$ cat src/rtl/rx_sched_pkg.sv
package rx_sched_pkg;
    localparam int PRIO_W   = 2;
    localparam int NUM_BINS = 4;

    typedef enum logic [PRIO_W-1:0] {
        BIN_HIGH  = 2'd0,
        BIN_MHIGH = 2'd1,
        BIN_MLOW  = 2'd2,
        BIN_LOW   = 2'd3
    } bin_e;
endpackage

$ cat src/rtl/rx_bin_mask.sv
// Splits the channels into per-bin candidate masks.
module rx_bin_mask
    import rx_sched_pkg::*;
#(
    parameter int NUM_CH = 8
) (
    input  logic [NUM_CH-1:0]                   en,
    input  logic [NUM_CH-1:0]                   space_ok,
    input  logic [PRIO_W*NUM_CH-1:0]            prio,
    output logic [NUM_BINS-1:0][NUM_CH-1:0]     bin_mask
);
    for (genvar b = 0; b < NUM_BINS; b++) begin : g_bin
        for (genvar c = 0; c < NUM_CH; c++) begin : g_ch
            assign bin_mask[b][c] = en[c] & space_ok[c] &
                                    (prio[c*PRIO_W +: PRIO_W] == PRIO_W'(b));
        end
    end
endmodule

$ cat src/rtl/rx_rr_pick.sv
// Circular search from a pointer: returns the first set mask bit and the slot after it.
module rx_rr_pick #(
    parameter int NUM_CH = 8,
    parameter int IDX_W  = $clog2(NUM_CH)
) (
    input  logic [NUM_CH-1:0] mask,
    input  logic [IDX_W-1:0]  ptr,
    output logic              found,
    output logic [IDX_W-1:0]  pick_idx,
    output logic [IDX_W-1:0]  next_ptr
);
    localparam int CW = IDX_W + 1;
    logic [CW-1:0] cand;

    always_comb begin
        found    = 1'b0;
        pick_idx = '0;
        cand     = '0;
        for (int k = 0; k < NUM_CH; k++) begin
            cand = {1'b0, ptr} + CW'(k);
            if (cand >= CW'(NUM_CH)) begin
                cand = cand - CW'(NUM_CH);
            end
            if (!found && mask[cand[IDX_W-1:0]]) begin
                found    = 1'b1;
                pick_idx = cand[IDX_W-1:0];
            end
        end
        if (pick_idx == IDX_W'(NUM_CH-1)) begin
            next_ptr = '0;
        end else begin
            next_ptr = pick_idx + IDX_W'(1);
        end
    end
endmodule

$ cat src/rtl/rx_bin_select.sv
// Strict order across bins: the lowest-numbered non-empty bin wins.
module rx_bin_select
    import rx_sched_pkg::*;
(
    input  logic [NUM_BINS-1:0] bin_any,
    output logic                sel_valid,
    output logic [PRIO_W-1:0]   sel_bin
);
    always_comb begin
        sel_valid = 1'b0;
        sel_bin   = '0;
        for (int b = NUM_BINS - 1; b >= 0; b--) begin
            if (bin_any[b]) begin
                sel_valid = 1'b1;
                sel_bin   = PRIO_W'(b);
            end
        end
    end
endmodule

$ cat src/rtl/rx_bin_sched.sv
module rx_bin_sched
    import rx_sched_pkg::*;
#(
    parameter int NUM_CH = 8
) (
    input  logic                      clk,
    input  logic                      rst_n,
    input  logic [NUM_CH-1:0]         ch_enable,
    input  logic [NUM_CH-1:0]         ch_space_ok,
    input  logic [PRIO_W*NUM_CH-1:0]  ch_prio,
    input  logic                      req_strobe,
    output logic [NUM_CH-1:0]         grant,
    output logic                      grant_valid
);
    localparam int IDX_W = (NUM_CH > 1) ? $clog2(NUM_CH) : 1;

    typedef struct packed {
        logic [NUM_BINS-1:0][IDX_W-1:0] ptr;
        logic [NUM_CH-1:0]              grant;
        logic                           valid;
    } sched_state_t;

    sched_state_t state_d, state_q;

    logic [NUM_BINS-1:0][NUM_CH-1:0] bin_mask;
    logic [NUM_BINS-1:0]             bin_any;
    logic [NUM_BINS-1:0][IDX_W-1:0]  pick_idx;
    logic [NUM_BINS-1:0][IDX_W-1:0]  pick_next;
    logic                            sel_valid;
    logic [PRIO_W-1:0]               sel_bin;

    rx_bin_mask #(.NUM_CH(NUM_CH)) u_mask (
        .en       (ch_enable),
        .space_ok (ch_space_ok),
        .prio     (ch_prio),
        .bin_mask (bin_mask)
    );

    for (genvar b = 0; b < NUM_BINS; b++) begin : g_rr
        rx_rr_pick #(.NUM_CH(NUM_CH), .IDX_W(IDX_W)) u_pick (
            .mask     (bin_mask[b]),
            .ptr      (state_q.ptr[b]),
            .found    (bin_any[b]),
            .pick_idx (pick_idx[b]),
            .next_ptr (pick_next[b])
        );
    end

    rx_bin_select u_sel (
        .bin_any   (bin_any),
        .sel_valid (sel_valid),
        .sel_bin   (sel_bin)
    );

    always_comb begin
        state_d       = state_q;
        state_d.grant = '0;
        state_d.valid = 1'b0;
        if (req_strobe && sel_valid) begin
            state_d.valid        = 1'b1;
            state_d.grant        = NUM_CH'(1) << pick_idx[sel_bin];
            state_d.ptr[sel_bin] = pick_next[sel_bin];
        end
    end

    always_ff @(posedge clk or negedge rst_n) begin
        if (!rst_n) begin
            state_q <= '0;
        end else begin
            state_q <= state_d;
        end
    end

    assign grant       = state_q.grant;
    assign grant_valid = state_q.valid;


    a_r9_onehot: assert property (@(posedge clk) disable iff (!rst_n)
        grant_valid |-> $onehot(grant));

    a_r7_after_strobe: assert property (@(posedge clk) disable iff (!rst_n)
        grant_valid |-> $past(req_strobe));
    a_r7_idle_zero: assert property (@(posedge clk) disable iff (!rst_n)
        !grant_valid |-> (grant == '0));

    a_r4_candidate: assert property (@(posedge clk) disable iff (!rst_n)
        grant_valid |-> ((grant & $past(ch_enable & ch_space_ok)) != '0));

    a_r3_top_bin: assert property (@(posedge clk) disable iff (!rst_n)
        grant_valid |-> (($past(bin_mask[0]) == '0) || ((grant & $past(bin_mask[0])) != '0)));

    a_r8_hold: assert property (@(posedge clk) disable iff (!rst_n)
        (req_strobe && (bin_any == '0)) |=> ($stable(state_q.ptr) && !grant_valid));
endmodule

$ cat config.mk
export PLATFORM = sky130hd
export DESIGN_NAME = rx_bin_sched
export DESIGN_NICKNAME = d
export VERILOG_FILES = /design/src/rtl/rx_sched_pkg.sv /design/src/rtl/rx_bin_mask.sv /design/src/rtl/rx_rr_pick.sv /design/src/rtl/rx_bin_select.sv /design/src/rtl/rx_bin_sched.sv
export SDC_FILE = /design/constraint.sdc
export NUM_CORES = 1
export LEC_CHECK = 0
export ABC_AREA = 1
export CELL_PAD_IN_SITES_DETAIL_PLACEMENT = 1
export CELL_PAD_IN_SITES_GLOBAL_PLACEMENT = 2
export CORE_MARGIN = 3
export CORE_UTILIZATION = 32
export DETAILED_ROUTE_END_ITERATION = 8
export PLACE_DENSITY_LB_ADDON = 0.1
export SYNTH_ARGS = -nofsm -noshare
export SYNTH_HDL_FRONTEND = slang
export SYNTH_HIERARCHICAL = 1
export SYNTH_SLANG_ARGS = --single-unit
$ cat constraint.sdc
create_clock -name clk -period 3.9 [get_ports clk]
set_input_delay 0.39 -clock clk [delete_from_list [all_inputs] [get_ports clk]]
set_output_delay 0.39 -clock clk [all_outputs]
set_load 0.05 [all_outputs]
==> results.json <==
{
  "hold_buffers": 0,
  "run_status": "complete, no violations",
  "cts.root.buffer_cell": "clkbuf_16",
  "pin_count": 44,
  "tritoncts_clock_tree": "done",
  "crit_path_max_fanout": 13,
  "rsz0062_at_grt": "no",
  "dpl.hpwl_mm": 14.5,
  "layout.nets": 894,
  "antenna_cell_count": 0,
  "timing.final.max_slew_violations": 0,
  "critical-path-max-stage-delay_ns": 0.43,
  "layout_min_cycle_time_ns": 3.65,
  "fmax_mhz": 274,
  "synth.cell_area_um2": 4950,
  "gp_routability_congestion": 0.841,
  "fp.dieW_um": 130,
  "layout_commonest_cell": "nand2_1",
  "cts_post_setup_buffers_inserted": 0,
  "synth-seq-area-share_pct": 10.6,
  "rows": 44,
  "crit_type": "register to register",
  "worst_ep_required_time_ns": 4.05,
  "netlist_instances": 816,
  "synth.top_cells.by_area": "nand2_1 (22%), nand3_1 (12%), dfrtp_1 (11%)",
  "floorplan.die_area_um2": 17000,
  "clock_latency_ns": 0.26,
  "clk_pin_slew_worst_paths_ns": 0.06,
  "grt.total_usage_pct": 20.3,
  "tritoncts.num_buffers": 3,
  "floorplan.initialDensity_pct": 33.4,
  "wire_per_inst_um": 16.5,
  "whs_ns": 0.715,
  "drt_pass1_iterations": 4,
  "ys_ff_latch": 21,
  "portBuffers": 43,
  "grt_antenna_before_repair": 0,
  "worst_slew_margin_rel_pct": 28.2,
  "cap_viol_max_count": 0,
  "worstSetupStartpointType": "register",
  "worstPathCellList": "inv_2 > ha_1 > inv_1 > nand3_2 > nand3_2 > nand2_2 > nor2_4 > nand4_2 > nor2_4 > nand3_2 > nand2_1 > nor2_1 > nor2_1 > ha_1 > ha_1 > nand2_1 > nand2_1 > nand2_1 > nand2_1 > nand2_1 > nand2_1",
  "filler_free_cell_count_of_the_finished_design": 1026,
  "largest_net_degree_at_the_start_of_global_routing": 22,
  "critPathMostFrequentCell": "nand2_1",
  "yosys.area.top_type": "nand2_1",
  "htree_levels": 1,
  "clock_sink_count": 21,
  "final-setup-viol-count": 0,
  "first_iter_violations": 201,
  "chipHeight_um": 130,
  "fin_worst_skew_ns": 0.00250,
  "area_growth_pct": 10.6,
  "antenna_violating_nets_post_route": 0,
  "cts.repair.resized": 0,
  "coreArea_um2": 14800,
  "mappedNetlistNets": 867,
  "setup.worst_path.end_class": "register",
  "type_of_the_most_critical_hold_path": "input port to async pin",
  "grt_pass1_wl_mm": 27.8,
  "timing.critical_path.max_delay_family": "simple AND/OR/NAND/NOR gates",
  "post-route-period-util_pct": 93.6,
  "worst-slew-pin-transition_ns": 1.07,
  "commonest_cells_after_routing_fill_and_taps_aside": "nand2_1 (285), nand3_1 (117), nor2_1 (95), inv_1 (63), nand3_2 (50)",
  "vias": 5213,
  "route.final.wire_length_mm": 17.0,
  "drcViolationCount": 0,
  "timing.final.hold_violations": 0,
  "worst_path_max_delay_cell": "ha_1",
  "yosysWarningCount": 6,
  "globalRoute.totalOverflow": 0,
  "arrival_ns": 3.80,
  "grt_pass1_vias": 5469,
  "layout_cell_share_with_drive_strength_beyond_1_pct": 19.1,
  "post-place-cells": 1022,
  "final.fill_count": 1985,
  "totalNegativeSetupSlack_ns": 0,
  "synth.top_cell.area_share_pct": 21.6,
  "critPathBufInv": 2,
  "routed_via_density": 5.08,
  "synth_unique_cells": 32,
  "syn_area_per_cell_um2": 6.07,
  "max_root_sink_buffers": 2
}
[flip-flops by register name (all words and copies together) (netlist names)]
name and cells:
grant_valid 1, state_q 12, grant 8
[cell usage after synthesis]
cell type / instances
a21oi_2: 1
a31oi_2: 4
buf_2: 1
buf_4: 17
buf_6: 10
clkbuf_8: 4
dfrtp_1: 21
ha_1: 16
inv_1: 63
inv_2: 17
inv_4: 1
nand2_1: 285
nand2_2: 20
nand2_4: 8
nand3_1: 117
nand3_2: 50
nand3b_1: 4
nand4_1: 16
nand4_2: 4
nor2_1: 95
nor2_2: 10
nor2_4: 12
nor3_1: 5
nor3_2: 3
o211ai_1: 4
o21ai_1: 4
o21bai_1: 4
o21bai_2: 4
o221ai_1: 4
xnor2_2: 4
xor2_2: 4
xor2_4: 4
[cell families after synthesis]
group / Yosys count / synth area share, %
compound gates: 25 / 4.42
xor+xnor: 12 / 4.85
fa+ha+maj: 16 / 4.04
buf+inv: 113 / 12.3
flops: 21 / 10.6
simple gates: 629 / 63.8
[layout make-up]
type | instances | area, um^2 | area share, %
Sequential cell | 21 | 526 | 9.60
Clock buffer | 3 | 75.1 | 1.37
Clock inverter | 1 | 5.00 | 0.0914
Tap cell | 184 | 230 | 4.20
Multi-Input combinational cell | 682 | 3820 | 69.8
Timing Repair Buffer | 54 | 513 | 9.37
Inverter | 81 | 307 | 5.60
[path summary, 6_finish.rpt]
path / startpoint / to / slack, ns / cells after the start
setup / recovery: state_q[9] / state_q[17] / 0.25 / 21
hold / removal: rst_n / grant[5] / 0.72 / 1
setup reg to reg: state_q[9] / state_q[17] / 0.25 / 21
hold reg to reg: state_q[13] / state_q[13] / 0.73 / 3
max in group asynchronous: rst_n / state_q[17] / 2.54 / 1
min in group clk: state_q[13] / state_q[13] / 0.73 / 3
[through the flow]
| step | instance area (um^2) | util, % | setup slack (ns) |
|---|---|---|---|
| 6_report | 5480 | 37.0 | 0.250 |
| 3_5_place_dp | 5400 | 36.4 | 0.170 |
| 2_1_floorplan | 4950 | - | 0.843 |
| 4_1_cts | 5480 | 37.0 | 0.277 |
| 5_1_grt | 5480 | 37.0 | 0.0353 |
| 3_3_place_gp | 5400 | 36.4 | 0.238 |
[per-layer routing]
| metal | vias up | track usage (%) | wire, um |
|---|---|---|---|
| met5 | - | 0 | 0 |
| li1 | 2666 | - | - |
| met4 | 0 | 3.02 | 201 |
| met3 | 13 | 0.854 | 177 |
| met1 | 2500 | 26.8 | 7950 |
| met2 | 34 | 37.5 | 8630 |
Power of run 1 is left out: the tool's default activity adds up to more than one toggle a clock period on the data nets, which glitch-free logic cannot reach.
